$ cat src/rtl/epl_pkg.sv
package epl_pkg;
  localparam int unsigned PRIO_W = 5;
  localparam int unsigned CFG_W  = PRIO_W + 2;

  typedef struct packed {
    logic [PRIO_W-1:0] prio;
    logic              sens;  // 0 falling edge, 1 low level
    logic              fast;
  } line_cfg_t;
endpackage

$ cat src/rtl/epl_sync.sv
module epl_sync #(
  parameter int unsigned W      = 8,
  parameter int unsigned STAGES = 2
) (
  input  logic         clk_i,
  input  logic         rst_ni,
  input  logic [W-1:0] d_i,
  output logic [W-1:0] q_o
);
  logic [STAGES-1:0][W-1:0] stg_q;

  always_ff @(posedge clk_i or negedge rst_ni) begin
    if (!rst_ni) begin
      stg_q <= '1;
    end else begin
      stg_q[0] <= d_i;
      for (int s = 1; s < STAGES; s++) stg_q[s] <= stg_q[s-1];
    end
  end

  assign q_o = stg_q[STAGES-1];
endmodule

$ cat src/rtl/epl_cfg_regs.sv
module epl_cfg_regs
  import epl_pkg::*;
#(
  parameter int unsigned NUM_LINES = 96,
  parameter int unsigned IDX_W     = 7
) (
  input  logic                        clk_i,
  input  logic                        rst_ni,
  input  logic                        we_i,
  input  logic [IDX_W-1:0]            idx_i,
  input  logic [CFG_W-1:0]            wdata_i,
  output logic [CFG_W-1:0]            rdata_o,
  output logic [NUM_LINES-1:0]        sens_o,
  output logic [NUM_LINES-1:0]        fast_o,
  output logic [NUM_LINES*PRIO_W-1:0] prio_o
);
  line_cfg_t cfg_q [NUM_LINES];

  always_ff @(posedge clk_i or negedge rst_ni) begin
    if (!rst_ni) begin
      for (int i = 0; i < NUM_LINES; i++) cfg_q[i] <= '0;
    end else if (we_i && (int'(idx_i) < NUM_LINES)) begin
      cfg_q[idx_i] <= line_cfg_t'(wdata_i);
    end
  end

  assign rdata_o = (int'(idx_i) < NUM_LINES) ? cfg_q[idx_i] : '0;

  for (genvar g = 0; g < NUM_LINES; g++) begin : g_out
    assign sens_o[g]                 = cfg_q[g].sens;
    assign fast_o[g]                 = cfg_q[g].fast;
    assign prio_o[g*PRIO_W +: PRIO_W] = cfg_q[g].prio;
  end
endmodule

$ cat src/rtl/epl_pend_core.sv
module epl_pend_core #(
  parameter int unsigned NUM_BANKS  = 3,
  parameter int unsigned BANK_W     = 32,
  parameter int unsigned BANK_IDX_W = 2,
  parameter int unsigned IDX_W      = 7,
  localparam int unsigned NUM_LINES = NUM_BANKS * BANK_W
) (
  input  logic                  clk_i,
  input  logic                  rst_ni,
  input  logic [NUM_LINES-1:0]  req_i,
  input  logic [NUM_LINES-1:0]  sens_i,
  input  logic                  clr_we_i,
  input  logic [BANK_IDX_W-1:0] bank_i,
  input  logic [BANK_W-1:0]     wdata_i,
  input  logic                  ack_i,
  input  logic [IDX_W-1:0]      ack_idx_i,
  output logic [NUM_LINES-1:0]  pend_o,
  output logic [NUM_LINES-1:0]  req_prev_o,
  output logic                  retrig_o
);
  logic [NUM_LINES-1:0] pend_q, pend_d, req_prev_q;
  logic                 retrig_q;

  for (genvar g = 0; g < NUM_LINES; g++) begin : g_line
    localparam int unsigned LB = g / BANK_W;
    localparam int unsigned LI = g % BANK_W;
    logic clr_hit, ack_hit, rise;
    assign clr_hit = clr_we_i && (bank_i == BANK_IDX_W'(LB)) && !wdata_i[LI];
    assign ack_hit = ack_i && (ack_idx_i == IDX_W'(g));
    assign rise    = req_i[g] && !req_prev_q[g];
    // level lines mirror the request; edge lines latch, new event beats a clear
    assign pend_d[g] = sens_i[g] ? req_i[g]
                                 : (rise || (pend_q[g] && !(clr_hit || ack_hit)));
  end

  always_ff @(posedge clk_i or negedge rst_ni) begin
    if (!rst_ni) begin
      pend_q     <= '0;
      req_prev_q <= '0;
      retrig_q   <= 1'b0;
    end else begin
      pend_q     <= pend_d;
      req_prev_q <= req_i;
      retrig_q   <= |(pend_d & ~pend_q);
    end
  end

  assign pend_o     = pend_q;
  assign req_prev_o = req_prev_q;
  assign retrig_o   = retrig_q;
endmodule

$ cat src/rtl/edge_lvl_pend_latch.sv
module edge_lvl_pend_latch
  import epl_pkg::*;
#(
  parameter int unsigned NUM_BANKS   = 3,
  parameter int unsigned BANK_W      = 32,
  parameter int unsigned SYNC_STAGES = 2,
  localparam int unsigned NUM_LINES  = NUM_BANKS * BANK_W,
  localparam int unsigned IDX_W      = $clog2(NUM_LINES),
  localparam int unsigned BANK_IDX_W = (NUM_BANKS > 1) ? $clog2(NUM_BANKS) : 1
) (
  input  logic                        clk_i,
  input  logic                        rst_ni,
  input  logic [NUM_LINES-1:0]        req_ni,
  input  logic                        cfg_we_i,
  input  logic [IDX_W-1:0]            cfg_idx_i,
  input  logic [CFG_W-1:0]            cfg_wdata_i,
  output logic [CFG_W-1:0]            cfg_rdata_o,
  input  logic [BANK_IDX_W-1:0]       bank_i,
  input  logic [BANK_W-1:0]           wdata_i,
  input  logic                        pend_clr_we_i,
  input  logic                        swi_we_i,
  input  logic                        mask_we_i,
  input  logic                        vec_ack_i,
  input  logic [IDX_W-1:0]            vec_idx_i,
  output logic [NUM_LINES-1:0]        pend_o,
  output logic [NUM_LINES-1:0]        mask_o,
  output logic [NUM_LINES-1:0]        fast_o,
  output logic [NUM_LINES*PRIO_W-1:0] prio_o,
  output logic                        retrig_o
);
  logic [NUM_LINES-1:0] req_sync_n, req_act, req_prev, sens_vec;
  logic [NUM_BANKS-1:0][BANK_W-1:0] swi_q, mask_q;

  epl_sync #(.W(NUM_LINES), .STAGES(SYNC_STAGES)) u_sync (
    .clk_i, .rst_ni, .d_i(req_ni), .q_o(req_sync_n)
  );

  always_ff @(posedge clk_i or negedge rst_ni) begin
    if (!rst_ni) begin
      swi_q  <= '0;
      mask_q <= '1;
    end else begin
      for (int b = 0; b < NUM_BANKS; b++) begin
        if (swi_we_i  && bank_i == BANK_IDX_W'(b)) swi_q[b]  <= wdata_i;
        if (mask_we_i && bank_i == BANK_IDX_W'(b)) mask_q[b] <= wdata_i;
      end
    end
  end

  assign req_act = ~req_sync_n | swi_q;
  assign mask_o  = mask_q;

  epl_cfg_regs #(.NUM_LINES(NUM_LINES), .IDX_W(IDX_W)) u_cfg (
    .clk_i, .rst_ni,
    .we_i(cfg_we_i), .idx_i(cfg_idx_i), .wdata_i(cfg_wdata_i), .rdata_o(cfg_rdata_o),
    .sens_o(sens_vec), .fast_o(fast_o), .prio_o(prio_o)
  );

  epl_pend_core #(
    .NUM_BANKS(NUM_BANKS), .BANK_W(BANK_W), .BANK_IDX_W(BANK_IDX_W), .IDX_W(IDX_W)
  ) u_pend (
    .clk_i, .rst_ni,
    .req_i(req_act), .sens_i(sens_vec),
    .clr_we_i(pend_clr_we_i), .bank_i(bank_i), .wdata_i(wdata_i),
    .ack_i(vec_ack_i), .ack_idx_i(vec_idx_i),
    .pend_o(pend_o), .req_prev_o(req_prev), .retrig_o(retrig_o)
  );
endmodule

$ cat config.mk
export PLATFORM = sky130hd
export DESIGN_NAME = edge_lvl_pend_latch
export DESIGN_NICKNAME = d
export VERILOG_FILES = /design/src/rtl/epl_pkg.sv /design/src/rtl/epl_sync.sv /design/src/rtl/epl_cfg_regs.sv /design/src/rtl/epl_pend_core.sv /design/src/rtl/edge_lvl_pend_latch.sv
export SDC_FILE = /design/constraint.sdc
export NUM_CORES = 2
export LEC_CHECK = 0
export BUFFER_PORTS_ARGS = -buffer_cell sky130_fd_sc_hd__buf_2
export CORE_UTILIZATION = 35
export CTS_BUF_LIST = sky130_fd_sc_hd__clkbuf_8
export CTS_CLUSTER_DIAMETER = 60
export DETAILED_ROUTE_END_ITERATION = 10
export SLEW_MARGIN = 20
export SYNTH_ARGS = -nofsm -noshare
export SYNTH_HDL_FRONTEND = slang
export SYNTH_SLANG_ARGS = --single-unit
$ cat constraint.sdc
create_clock -name clk_i -period 1.9 [get_ports clk_i]
set_input_delay 0.095 -clock clk_i [delete_from_list [all_inputs] [get_ports clk_i]]
set_output_delay 0.095 -clock clk_i [all_outputs]
set_load 0.01 [all_outputs]
==> results.txt <==
- Outcome: complete, but fails checks
- The checks that failed: negative setup slack.
- Data required time at the worst endpoint: 1800 ps
- Synthesis inferred 1249 register bits.
- After routing the design area is 75910 µm².
- Using the TritonRoute via totals, the vias-per-cell ratio works out to 5.509.
- Setup TNS: -9864 ps
* Worst Min Path Start: cfg_wdata_i[1]
- Worst min path class: primary input to flop
- The initial utilization of the core area, before any placement, comes to 0.3540.
- For the finished layout, the period the worst path requires is 3618 ps.
- Power per unit of standard cell area: 954.9 nW/µm²
* Total DRC errors in the routed layout: 0
* Clock sink count: 1249
- Vias in the first global route: 45140
- The area growth from synthesis to layout is 44.68%.
- CP Class: flop to output pin
* Adder-cell share of the synthesized area: 0
- Period utilisation layout: 1.904
- Once detailed placement completed, the half-perimeter wirelength came to 203700 µm.
* Vias: 45110
* Max-cap violation count: 0
- In this run the worst path has a maximum fanout of 2.
* Most frequent cells in the layout: sky130_fd_sc_hd__buf_4 (981), sky130_fd_sc_hd__dfrtp_1 (949), sky130_fd_sc_hd__mux2_2 (931)
- Main flop type after synthesis: sky130_fd_sc_hd__dfrtp_1
* Setup crit end kind: output pin
- Of the total power, the share spent switching nets is 0.3032.
- Tot Pwr: 72.48 mW
- The analysis attributes to net switching a power of 21.98 mW.
- RSZ-0062 raised after global routing: true
- Largest net degree at the start of global routing: 100
- The first detailed-routing pass took 6 iterations.
- Internal power component: 50.51 mW
- Averaged over all synthesized cells, the footprint is 13.74 µm².
- The congestion estimate from routability-driven global placement came to 0.9893.
* EDFF count, synth: 0
- Async SR Flop Fraction: 1.000
- Width of the chip: 389.2 µm
- Synth Instances: 3818
- Of the total synthesized cell area, the portion taken by AND, OR, NAND and NOR gates is 0.05824.
* Leading cell type in the layout, fill and taps excluded: sky130_fd_sc_hd__buf_4
- The final-report hold violation count came to 0.
- Yosys printed 0 warnings.
- Counting along the longest clock path gives a buffer depth of 3.
- For this run, the share of the core covered by cells in the final layout is 0.5122.
* Crit start category: flop
- Number of antenna violations at the first check in global routing: 13
- Fraction of synthesized cell area taken by the top area cell type: 0.4584
- CTS buffer count: 215
- Cell Count, Final, Fillers Out: 8187
- Placed inst area: 67970 µm²
- After floorplanning, the core was divided into 141 placement rows.
- Final number of max-transition violations: 0
- Clock slew seen by the registers of the worst setup and hold paths: 60 ps
- The core region is 148200 µm².
* Static leakage power: 38.19 nW
- Synth Net Count: 3976
- Mux share of post-synthesis cell area: 0.2338
* Area fraction in compound gates after synthesis: 0.07557
- The share of total power dissipated in combinational logic is 0.201.
- Of the total power, registers draw 0.440.
- XOR/XNOR Fraction of Synth Area: 0
- Placed cell count: 7510
- On the final layout, the worst clock skew is 61.59 ps.
- Setup violations remaining at the end of the flow were counted as 8.
- The startpoint identified for the worst register-to-register timing path is u_cfg.sens_o[56]$_DFFE_PN0P_.
* Clock latency on the worst-skew pair: 950 ps
- The floorplan step defined a die boundary enclosing 151500 µm².
- The largest total area in the synthesized netlist belongs to sky130_fd_sc_hd__dfrtp_1.
* Clock root buffer: sky130_fd_sc_hd__clkbuf_8
* Remaining global-route overflow: 0
- The H-tree generated during clock tree synthesis spans 4 levels.
- VDD sags by at most 0.6581 mV.
- Die H: 389.2 µm
- Summed instance area of the synthesized netlist: 52470 µm²
* Data arrival at the endpoint of the critical path: 3520 ps
* Wirelength, routed: 264100 µm
- By area the synthesized netlist is led by sky130_fd_sc_hd__dfrtp_1 (46%), sky130_fd_sc_hd__mux2_2 (20%), sky130_fd_sc_hd__dfstp_2 (14%).
- Worst-case hold slack: 75.59 ps
* Placement-stage worst setup slack: -1236 ps
- TritonCTS built the clock tree.
- The worst pin sits at a relative slew slack of 0.3345.
- Antenna Nets Post-Route: 0
- The first global-routing pass estimated 359500 µm of wire.
- In the final layout, the share of cells above drive strength 1 is 0.5990.
* Routed length per instance: 32.26 µm
* Count of pins on the block boundary: 934
- Combinational family with the most area after synthesis: multiplexers
- Count of different cell masters after synthesis: 71
- Part of the Yosys area used for sequential elements: 0.6026
- Of the total power, the clock network draws 0.359.
- For this run, the post-layout net count is 6233.
* Transition at the pin with the smallest max-transition slack: 998.3 ps
- GRT Total Usage: 0.3413
* Number of DRC markers in iteration 0: 4449
- Port buffering added 933 buffers.
- The most critical setup path has its startpoint at u_cfg.prio_o[391]$_DFFE_PN0P_.
- Max Freq: 276.4 MHz
- In the post-route analysis, the smallest setup slack over all paths is -1718 ps.
[state kept, by name, indices dropped and copies added (netlist names)]
signal and cells:
u_cfg.sens_o 96, u_sync.q_o 96, u_pend.req_prev_o 96, mask_o 96, u_sync.stg_q 96, u_pend.retrig_o 1
swi_q 96, u_cfg.fast_o 96, u_pend.pend_o 96, u_cfg.prio_o 480
[final timing paths]
path                       slack (ps)                           end  cells past startpoint
max in group asynchronous         620        mask_o[80]$_DFFE_PN1P_                      6
setup reg to reg                 -140     u_pend.retrig_o$_DFF_PN0_                      5
hold reg to reg                   320      u_sync.q_o[25]$_DFF_PN1_                      0
hold / removal                     80  u_cfg.sens_o[84]$_DFFE_PN0P_                      3
setup / recovery                -1720                cfg_rdata_o[3]                      9
min in group asynchronous         420   u_pend.pend_o[20]$_DFF_PN0_                      4
[final cells by class]
class                           instances  area (µm²)
Antenna cell                            8       20.02
Tap cell                             1930        2415
Clock buffer                          282        3881
Clock inverter                        109       721.9
Sequential cell                      1249       31630
Timing Repair Buffer                 2288       16940
Multi-Input combinational cell       2195       19830
Fill cell                           13080       72280
Inverter                              126       473.0
[cells by family after synthesis]
group,after synthesis
muxes,1029
AOI/OAI and AO/OA,547
DFF,1249
and+or+nand+nor,619
buffers and inverters,374
[power by group through the flow]
stage | clock, mW | combinational, mW | sequential (mW)
floorplan | 0 | 4.73 | 32.5
global placement | 0 | 13.4 | 32.1
detailed placement | 0 | 13.6 | 32.2
CTS | 26.4 | 14.3 | 31.8
global route | 27.5 | 15.3 | 32.1
finish | 26.0 | 14.6 | 31.9
[critical path, stage by stage (launching register included)]
cell	delay, ps
sky130_fd_sc_hd__dfrtp_1	430
sky130_fd_sc_hd__mux2_4	300
sky130_fd_sc_hd__a221oi_4	370
sky130_fd_sc_hd__buf_4	190
sky130_fd_sc_hd__o22ai_2	60
sky130_fd_sc_hd__a222oi_1	580
sky130_fd_sc_hd__buf_4	230
sky130_fd_sc_hd__a21oi_4	70
sky130_fd_sc_hd__a21o_1	200
sky130_fd_sc_hd__buf_2	150
[cell usage after synthesis, types with 3 or more instances]
master and number:
sky130_fd_sc_hd__and3_1 10, sky130_fd_sc_hd__o22ai_1 43, sky130_fd_sc_hd__buf_2 42, sky130_fd_sc_hd__a22o_1 9
sky130_fd_sc_hd__a222oi_1 3, sky130_fd_sc_hd__o21ai_0 126, sky130_fd_sc_hd__nand2b_1 101, sky130_fd_sc_hd__nor4_2 5
sky130_fd_sc_hd__a22oi_1 45, sky130_fd_sc_hd__o221ai_1 104, sky130_fd_sc_hd__o32ai_1 4, sky130_fd_sc_hd__inv_1 124
sky130_fd_sc_hd__dfstp_2 288, sky130_fd_sc_hd__o211ai_1 32, sky130_fd_sc_hd__a211oi_1 6, sky130_fd_sc_hd__a32oi_1 7
sky130_fd_sc_hd__o2bb2ai_1 4, sky130_fd_sc_hd__nor2b_1 85, sky130_fd_sc_hd__nor2_1 83, sky130_fd_sc_hd__buf_6 6
sky130_fd_sc_hd__and2_1 11, sky130_fd_sc_hd__clkbuf_1 156, sky130_fd_sc_hd__a21oi_1 35, sky130_fd_sc_hd__nand2_1 262
sky130_fd_sc_hd__a221o_1 8, sky130_fd_sc_hd__buf_1 28, sky130_fd_sc_hd__a221oi_1 75, sky130_fd_sc_hd__nand2_2 10
sky130_fd_sc_hd__o2111ai_1 10, sky130_fd_sc_hd__nand3_1 18, sky130_fd_sc_hd__nor3_1 10, sky130_fd_sc_hd__mux4_2 61
sky130_fd_sc_hd__dfrtp_1 961, sky130_fd_sc_hd__mux2i_1 31, sky130_fd_sc_hd__buf_4 16, sky130_fd_sc_hd__a31oi_1 10
sky130_fd_sc_hd__nand4_1 6, sky130_fd_sc_hd__mux2_2 934
[timing repair]
action | in CTS | in global routing
gates resized for setup | 81 | 45
buffers inserted | 6 | 7
hold buffers | 270 | 0
gates cloned | 0 | 0
endpoints found under the hold margin | 2225 | 0
pin swaps | 21 | 19
setup endpoints to repair | 15 | 18
[per-layer routing]
layer  wire [µm]  vias up  track usage
met2      116500     2477       0.5135
met3       22600      663      0.08865
met4       17720        6       0.1966
met5          41        -            0
met1      107200    23500       0.4449
li1            -    18470            -
(Power assumes the default switching activity.)
